===== config.mk =====
export PLATFORM = sky130hd
export DESIGN_NAME = dec128_chain
export DESIGN_NICKNAME = d
export VERILOG_FILES = /design/src/rtl/dec_pkg.sv /design/src/rtl/dec_cic3.sv /design/src/rtl/dec_hb2.sv /design/src/rtl/dec128_chain.sv
export SDC_FILE = /design/constraint.sdc
export NUM_CORES = 2
export LEC_CHECK = 0
export ABC_AREA = 1
export BUFFER_PORTS_ARGS = -buffer_cell sky130_fd_sc_hd__buf_2
export CAP_MARGIN = 20
export CORE_MARGIN = 10
export CORE_UTILIZATION = 50
export DETAILED_ROUTE_END_ITERATION = 8
export PLACE_DENSITY = 0.66
export SETUP_SLACK_MARGIN = 0.3
export SYNTH_ARGS = -nofsm -noshare
export SYNTH_HDL_FRONTEND = slang
export SYNTH_HIERARCHICAL = 1
export SYNTH_SLANG_ARGS = --single-unit

===== constraint.sdc =====
create_clock -name clk -period 50.2 [get_ports clk]
set_clock_uncertainty 0.2 [all_clocks]
set_input_delay 10.04 -clock clk [delete_from_list [all_inputs] [get_ports clk]]
set_output_delay 10.04 -clock clk [all_outputs]
set_load 0.01 [all_outputs]

===== src/rtl/dec_pkg.sv =====
package dec_pkg;
  // Half-band prototype: taps 0..10, odd taps other than the centre are zero.
  // Symmetric, sum = 512, so a shift by HB_SH gives unity DC gain.
  localparam int HB_TAPS = 11;
  localparam int HB_C0   = 3;
  localparam int HB_C2   = -25;
  localparam int HB_C4   = 150;
  localparam int HB_C5   = 256;
  localparam int HB_SH   = 9;
  localparam int HB_NSTG = 3;
endpackage


===== src/rtl/dec_cic3.sv =====
module dec_cic3 #(
  parameter  int IN_W  = 4,
  parameter  int LOG_R = 4,
  localparam int DW    = IN_W + 3 * LOG_R
) (
  input  logic                 clk,
  input  logic                 rst_n,
  input  logic                 in_v,
  input  logic signed [IN_W-1:0] in_d,
  output logic                 out_v,
  output logic signed [DW-1:0] out_d
);
  logic signed [DW-1:0] i1, i2, i3, i1_n, i2_n, i3_n;
  logic signed [DW-1:0] z1, z2, z3, z1_n, z2_n, z3_n;
  logic signed [DW-1:0] c1, c2, c3, out_d_n;
  logic [LOG_R-1:0]     ph, ph_n;
  logic                 out_v_n;

  always_comb begin
    i1_n = i1; i2_n = i2; i3_n = i3;
    z1_n = z1; z2_n = z2; z3_n = z3;
    c1 = '0; c2 = '0; c3 = '0;
    ph_n    = ph;
    out_v_n = 1'b0;
    out_d_n = out_d;
    if (in_v) begin
      i1_n = i1 + DW'(in_d);
      i2_n = i2 + i1_n;
      i3_n = i3 + i2_n;
      ph_n = ph + 1'b1;
      if (ph == '1) begin
        c1 = i3_n - z1;
        c2 = c1 - z2;
        c3 = c2 - z3;
        z1_n = i3_n;
        z2_n = c1;
        z3_n = c2;
        out_d_n = c3;
        out_v_n = 1'b1;
      end
    end
  end

  always_ff @(posedge clk or negedge rst_n) begin
    if (!rst_n) begin
      i1 <= '0; i2 <= '0; i3 <= '0;
      z1 <= '0; z2 <= '0; z3 <= '0;
      ph <= '0; out_v <= 1'b0; out_d <= '0;
    end else begin
      i1 <= i1_n; i2 <= i2_n; i3 <= i3_n;
      z1 <= z1_n; z2 <= z2_n; z3 <= z3_n;
      ph <= ph_n; out_v <= out_v_n; out_d <= out_d_n;
    end
  end
endmodule


===== src/rtl/dec_hb2.sv =====
module dec_hb2 import dec_pkg::*; #(
  parameter  int IW = 18,
  parameter  int OW = 18,
  parameter  int SH = 9,
  localparam int AW = IW + 10,
  localparam int ND = HB_TAPS - 1
) (
  input  logic                 clk,
  input  logic                 rst_n,
  input  logic                 in_v,
  input  logic signed [IW-1:0] in_d,
  output logic                 out_v,
  output logic signed [OW-1:0] out_d
);
  localparam logic signed [AW-1:0] MAXV = AW'((longint'(1) <<< (OW-1)) - 1);
  localparam logic signed [AW-1:0] MINV = -MAXV - AW'(1);
  localparam logic signed [AW-1:0] RND  = AW'(longint'(1) <<< (SH-1));

  logic signed [IW-1:0] d [ND];
  logic signed [IW-1:0] d_n [ND];
  logic signed [AW-1:0] acc, sh, res;
  logic signed [OW-1:0] out_d_n;
  logic                 ph, ph_n, out_v_n;

  always_comb begin
    for (int k = 0; k < ND; k++) d_n[k] = d[k];
    ph_n    = ph;
    out_v_n = 1'b0;
    out_d_n = out_d;
    // window: newest = in_d, older samples d[0..9]; only even taps and centre
    acc = AW'(HB_C0 * (32'(in_d) + 32'(d[9]))
            + HB_C2 * (32'(d[1]) + 32'(d[7]))
            + HB_C4 * (32'(d[3]) + 32'(d[5]))
            + HB_C5 * 32'(d[4]));
    sh  = (acc + RND) >>> SH;
    if (sh > MAXV)      res = MAXV;
    else if (sh < MINV) res = MINV;
    else                res = sh;
    if (in_v) begin
      d_n[0] = in_d;
      for (int k = 1; k < ND; k++) d_n[k] = d[k-1];
      ph_n = ~ph;
      if (ph) begin
        out_v_n = 1'b1;
        out_d_n = res[OW-1:0];
      end
    end
  end

  always_ff @(posedge clk or negedge rst_n) begin
    if (!rst_n) begin
      for (int k = 0; k < ND; k++) d[k] <= '0;
      ph <= 1'b0; out_v <= 1'b0; out_d <= '0;
    end else begin
      for (int k = 0; k < ND; k++) d[k] <= d_n[k];
      ph <= ph_n; out_v <= out_v_n; out_d <= out_d_n;
    end
  end
endmodule


===== src/rtl/dec128_chain.sv =====
module dec128_chain import dec_pkg::*; #(
  parameter int IN_W  = 4,
  parameter int LOG_R = 4,
  parameter int OUT_W = 20
) (
  input  logic                    clk,
  input  logic                    rst_n,
  input  logic                    in_valid,
  input  logic signed [IN_W-1:0]  in_sample,
  output logic                    out_valid,
  output logic signed [OUT_W-1:0] out_sample
);
  localparam int DW       = IN_W + 3 * LOG_R;
  localparam int HW       = DW + 2;
  localparam int FINAL_SH = HB_SH - (OUT_W - DW);

  logic [1:0]           rs;
  logic                 srst_n;
  logic [HB_NSTG:0]     stage_v;
  logic signed [DW-1:0] cic_d;
  logic signed [HW-1:0] stage_d [HB_NSTG];

  always_ff @(posedge clk or negedge rst_n) begin
    if (!rst_n) rs <= '0;
    else        rs <= {rs[0], 1'b1};
  end
  assign srst_n = rs[1];

  dec_cic3 #(.IN_W(IN_W), .LOG_R(LOG_R)) u_cic (
    .clk(clk), .rst_n(srst_n), .in_v(in_valid), .in_d(in_sample),
    .out_v(stage_v[0]), .out_d(cic_d)
  );
  assign stage_d[0] = HW'(cic_d);

  for (genvar k = 0; k < HB_NSTG; k++) begin : g_hb
    if (k < HB_NSTG - 1) begin : g_mid
      dec_hb2 #(.IW(HW), .OW(HW), .SH(HB_SH)) u_hb (
        .clk(clk), .rst_n(srst_n), .in_v(stage_v[k]), .in_d(stage_d[k]),
        .out_v(stage_v[k+1]), .out_d(stage_d[k+1])
      );
    end else begin : g_last
      dec_hb2 #(.IW(HW), .OW(OUT_W), .SH(FINAL_SH)) u_hb (
        .clk(clk), .rst_n(srst_n), .in_v(stage_v[k]), .in_d(stage_d[k]),
        .out_v(stage_v[k+1]), .out_d(out_sample)
      );
    end
  end

  assign out_valid = stage_v[HB_NSTG];
endmodule


# Word level (Yosys, flattened, before mapping)
# Cells that the tools add are included.
[word_totals]
ff_bits = 701
word_cells = 114
[op_classes]
addsub = 28
n_mul = 9
magnitude_cmp = 6
n_eq_ne = 1
mux = 14
bitwise = 3
reduce_logical = 4
[op_table]
columns = ["cell", "n"]
rows = [
  ["adder 28 bit", 6],
  ["adder 18 x 18 -> 19 bit", 6],
  ["multiplier 3 x 32 -> 28 bit, first input constant", 3],
  ["multiplier 6 x 32 -> 28 bit, first input constant", 3],
  ["multiplier 8 x 32 -> 27 bit, first input constant", 3],
  ["2-to-1 mux 18 bit", 4],
  ["adder 28 x 10 -> 28 bit, second input constant", 2],
  ["adder 28 x 26 -> 28 bit", 2],
  ["adder 16 x 16 -> 17 bit", 3],
  ["subtractor 16 bit", 3],
  ["2-to-1 mux 20 bit", 2],
  ["greater-than comparator 19 x 18 -> 1 bit, second input constant", 2],
  ["< comparator 19 x 18 -> 1 bit, second input constant", 2],
  ["adder 16 bit", 2],
  ["adder 28 x 24 -> 28 bit", 1],
  ["adder 28 x 6 -> 28 bit, second input constant", 1],
  ["greater-than comparator 23 x 20 -> 1 bit, second input constant", 1],
  ["< comparator 23 x 20 -> 1 bit, second input constant", 1],
  ["adder 16 x 4 -> 16 bit", 1],
  ["2-to-1 mux 1 bit", 8],
  ["AND reduction 2 bit", 4],
  ["adder 4 x 1 -> 4 bit, second input constant", 1],
  ["== test 4 bit, second input constant", 1],
  ["inverter 1 bit", 3],
]

# Depth between registers and ports, before layout
[logic_depth]
ltp_word = 9
mapped_depth = 52
ltp_nobuf = 51

# Cells and area by module
# The synthesis kept the hierarchy.
[modules_own_cells]
columns = ["mod", "instances", "cells_per_inst", "area_per_inst_um2", "seq_area_each_um2"]
rows = [
  ["dec_hb2 at g_hb[0].g_mid.u_hb", 1, 2201, 18241.2, 5004.8],
  ["dec_hb2 at g_hb[1].g_mid.u_hb", 1, 2141, 18033.5, 5004.8],
  ["dec_hb2 at g_hb[2].g_last.u_hb", 1, 2168, 17946.0, 5054.8],
  ["dec_cic3", 1, 1104, 8483.1, 2927.8],
  ["dec128_chain", 1, 3, 53.8, 50.0],
]

# Least setup slack after synthesis
# OpenSTA, ideal clock, no wires.
[synth_timing]
kind = "input port to flip-flop"
startpoint = "in in_sample[0]"
endpoint = "reg u_cic.out_d[15]"
setup_time_ns = 0.122
t_arrival_ns = 16.076
slack_ns = 33.803
cell_stages = 42
cell_sequence = "ha_1 > fa_1 > xor2_1 > ha_1 > a21oi_1 > nand2_1 > xor2_1 > ha_1 > inv_1 > o21bai_1 > a31oi_1 > inv_1 > a21oi_1 > o21ai_0 > xor2_1 > inv_1 > ha_1 > nand2_1 > (+6 left out) > o221ai_1 > nand2_1 > nand2_1 > a21o_1 > nand2_1 > nand2_1 > a21oi_1 > o21ai_0 > xor2_1 > ha_1 > nand2_1 > nor2_1 > a211oi_1 > nand2_1 > xor2_1 > inv_1 > nand3_1 > nand3_2"
[synth_between]
elab_chain_len = 6
[synth_rtl]
columns = ["element", "line_no", "source"]
rows = [
  ["start, declared", "dec128_chain.sv:9", "input logic signed [IN_W-1:0] in_sample,"],
  ["adder 16 x 4 -> 16 bit", "dec_cic3.sv:27", "i1_n = i1 + DW'(in_d);"],
  ["adder 16 bit", "dec_cic3.sv:28", "i2_n = i2 + i1_n;"],
  ["adder 16 bit", "dec_cic3.sv:29", "i3_n = i3 + i2_n;"],
  ["subtractor 16 bit", "dec_cic3.sv:32", "c1 = i3_n - z1;"],
  ["subtractor 16 bit", "dec_cic3.sv:33", "c2 = c1 - z2;"],
  ["subtractor 16 bit", "dec_cic3.sv:34", "c3 = c2 - z3;"],
  ["end signal, assigned", "dec_cic3.sv:52", "ph <= ph_n; out_v <= out_v_n; out_d <= out_d_n;"],
  ["end, declared", "dec_cic3.sv:11", "output logic signed [DW-1:0] out_d"],
]
# Every way passes these cells.
# A chain may end at the register's enable or synchronous reset.

# Worst setup path in the final report
# Ends and elaborated chain as after synthesis.

==> results.yml <==
outcome:
  status: "finished, final reports clean"
detailed_routing:
  drt_iter0_drc: 2764
  route.detailed.drc: 0
  vias: 47095
  routed_wl_um: 145000
  ant_nets: 0
  drtPass1Iterations: 6
  wl_per_cell_um: 15.6
  post_drt_via_cell_ratio: 5.07
layout:
  final_common_cell: "inv_1"
  synthToLayoutAreaGrowth_pct: 7.31
  fin_nets: 8769
  diodes: 0
  fill_cells: 11585
  fin_area_sq_um: 67300
  drive_gt1_share_pct: 4.44
  final_cell_mix: "1549 x inv_1, 1427 x nand2_1, 717 x dfrtp_1"
clock_tree:
  htree_levels: 3
  cts_setup_buffers: 0
  cts_made_buffers: 83
  cts_buffer_depth: 3
  clkTransAtPathRegs_ps: 60
  cts_hold_buf: 0
  cts_tree: "built"
  cts.sinks: 721
  clk_latency_ps: 690
  root_buffer: "clkbuf_16"
  cts_resized: 0
place:
  portBuffers: 27
  place_congestion: 0.924
  dp_hpwl_um: 118000
  dpl_cell_area_sq_um: 64400
die:
  die_w_um: 374
  dieArea_sq_um: 140000
  placementRows: 129
  fp.dieH_um: 374
  start_util_pct: 50.6
  ios: 28
  core_area_sq_um: 124000
timing:
  setup_viol: 0
  slew_violations: 0
  min_period_over_period_pct: 33.8
  fin_crit_ps: 16950
  fmax_mhz: 59.0
  rsz0062_at_grt: "no"
  fin_setup_tns_ps: 0
  tightest_slew_ps: 1050
  max_slew_margin_pct: 29.9
  hold_viol_final: 0
synthesis:
  synth-edff-count: 0
  async_reset_ff_share_pct: 100
  synth_ff_type: "dfrtp_1"
  syn_area_sq_um: 62800
  synth_area_per_cell_sq_um: 8.24
  yosys_register_bits: 721
  synth_cell_types: 62
  yosysWarnings: 6
  syn_inst: 7617
  syn_nets: 8802
  yosysSeqAreaShare_pct: 28.7
min_path:
  hold_class: "register to asynchronous set/reset pin"
worst_setup_path:
  critical-path-max-stage-delay_ps: 430
  startpoint: "in_sample[0]"
  end_kind: "register"
  worstPathMaxFanout: 6
  worst_ep_arrival_time_ps: 17320
  r2r_start: "g_hb[0].g_mid.u_hb/d[72]$_DFFE_PN0P_"
  slowest_stage: "fa_1"
  cp-start-kind: "input pin"
  cp_data_required_time_ps: 50560
  crit_path_frequent_cell: "nand2_1"
  crit_type: "input pin to register"
grt:
  antenna_found_initial: 0
  grt_pass1_vias: 46813
  grt_pass1_wl_um: 240000
  grt_usage_pct: 20.7
  grt_overflow: 0
  grt_max_degree: 167
flow_run:
  maxCapViolations: 0
[state kept, by name (all words and copies together) (netlist names)]
signal,cells
g_hb.g_mid.u_hb/d,360
g_hb.g_last.u_hb/d,180
g_hb.g_mid.u_hb/out_d,36
g_hb.g_last.u_hb/out_d,20
u_cic/i1,16
u_cic/i2,16
u_cic/i3,16
u_cic/out_d,16
u_cic/z1,16
u_cic/z2,16
u_cic/z3,16
u_cic/ph,4
g_hb.g_mid.u_hb/out_v,2
g_hb.g_mid.u_hb/ph,2
rs,2
g_hb.g_last.u_hb/out_v,1
g_hb.g_last.u_hb/ph,1
u_cic/out_v,1
[cell usage after synthesis (5+ instances only)]
cell type	count	share of area [%]
nor4_1	10	0.10
fa_1	469	15
o211ai_1	6	0.072
o31ai_1	8	0.096
a31oi_1	45	0.45
xnor2_1	106	1.5
buf_2	5	0.040
nand3_2	21	0.33
a21boi_1	5	0.060
a21o_1	41	0.49
o21bai_1	50	0.60
nand4_1	30	0.30
nand2_4	10	0.18
buf_6	11	0.20
nand3_1	167	1.3
nor2_2	9	0.090
a31o_2	5	0.070
a21oi_1	620	4.9
a21oi_2	7	0.098
a211oi_1	6	0.072
xor2_1	241	3.4
nor3_1	40	0.32
o2111ai_1	6	0.084
inv_1	1550	9.3
buf_4	5	0.060
mux2_2	6	0.11
buf_1	12	0.072
o21ai_1	37	0.30
o21ai_0	457	3.6
clkbuf_1	134	0.80
nor2_1	501	3.0
inv_2	12	0.072
ha_1	709	14
nand2_1	1428	8.5
dfrtp_1	721	29
nand2_2	56	0.56
a21boi_0	9	0.11
o21a_1	7	0.084
[through the flow]
step	utilization (%)	instances	setup WS [ps]	hold WS (ps)
final	54.3	9287	33250	104
after detailed placement	51.9	9134	32570	122
after global placement	51.9	9134	32580	119
after floorplan	-	7617	28420	131
after CTS	54.2	9285	33300	126
after global routing	54.3	9287	32530	127
[critical path, delay by kind of cell]
kind	cells	cell delay, ps
simple gates	13	1140
buf+inv	5	470
compound gates	13	1970
fa+ha+maj	7	2320
xor+xnor	6	1370
[cells by family (layout without fill, tap and decap cells)]
kind of cell / Yosys count / after routing / synth area share (%)
fa+ha+maj: 1178 / 1178 / 29.1
other cells: 1 / 1 / 0.00598
simple gates: 2303 / 2303 / 15.2
buf+inv: 1733 / 1766 / 10.6
compound gates: 1326 / 1326 / 11.4
flops: 721 / 721 / 28.7
xor+xnor: 349 / 349 / 4.89
mux: 6 / 6 / 0.108
[cell type report]
cell class	instances	area [sq um]	area share (%)
Multi-Input combinational cell	5163	38100	56.6
Sequential cell	721	18100	26.8
Inverter	1565	5870	8.72
Clock buffer	111	2350	3.49
Tap cell	1637	2050	3.04
Clock inverter	40	562	0.834
Timing Repair Buffer	50	353	0.524
[worst paths after layout]
check | end | cells past startpoint | slack [ps]
max | u_cic/out_d[15]$_DFFE_PN0P_ | 44 | 33250
min | u_cic/i1[14]$_DFFE_PN0P_ | 0 | 100
max reg2reg | g_hb[0].g_mid.u_hb/out_d[5]$_DFFE_PN0P_ | 43 | 40290
min reg2reg | u_cic/i1[14]$_DFFE_PN0P_ | 0 | 100
max in group asynchronous | rs[1]$_DFF_PN0_ | 1 | 40760
min in group clk | rs[1]$_DFF_PN0_ | 0 | 150
[per-layer routing]
metal  share of wire (%)  vias up  GRT usage, %
met5                   0        -             0
met3                 3.8      169          2.71
met1                  48    22384          28.7
li1                    -    23826             -
met4                 2.6        0          5.70
met2                  46      716          33.9
Power is left out: the tool's default activity adds up to more than one toggle a clock period on the data nets, which glitch-free logic cannot reach.
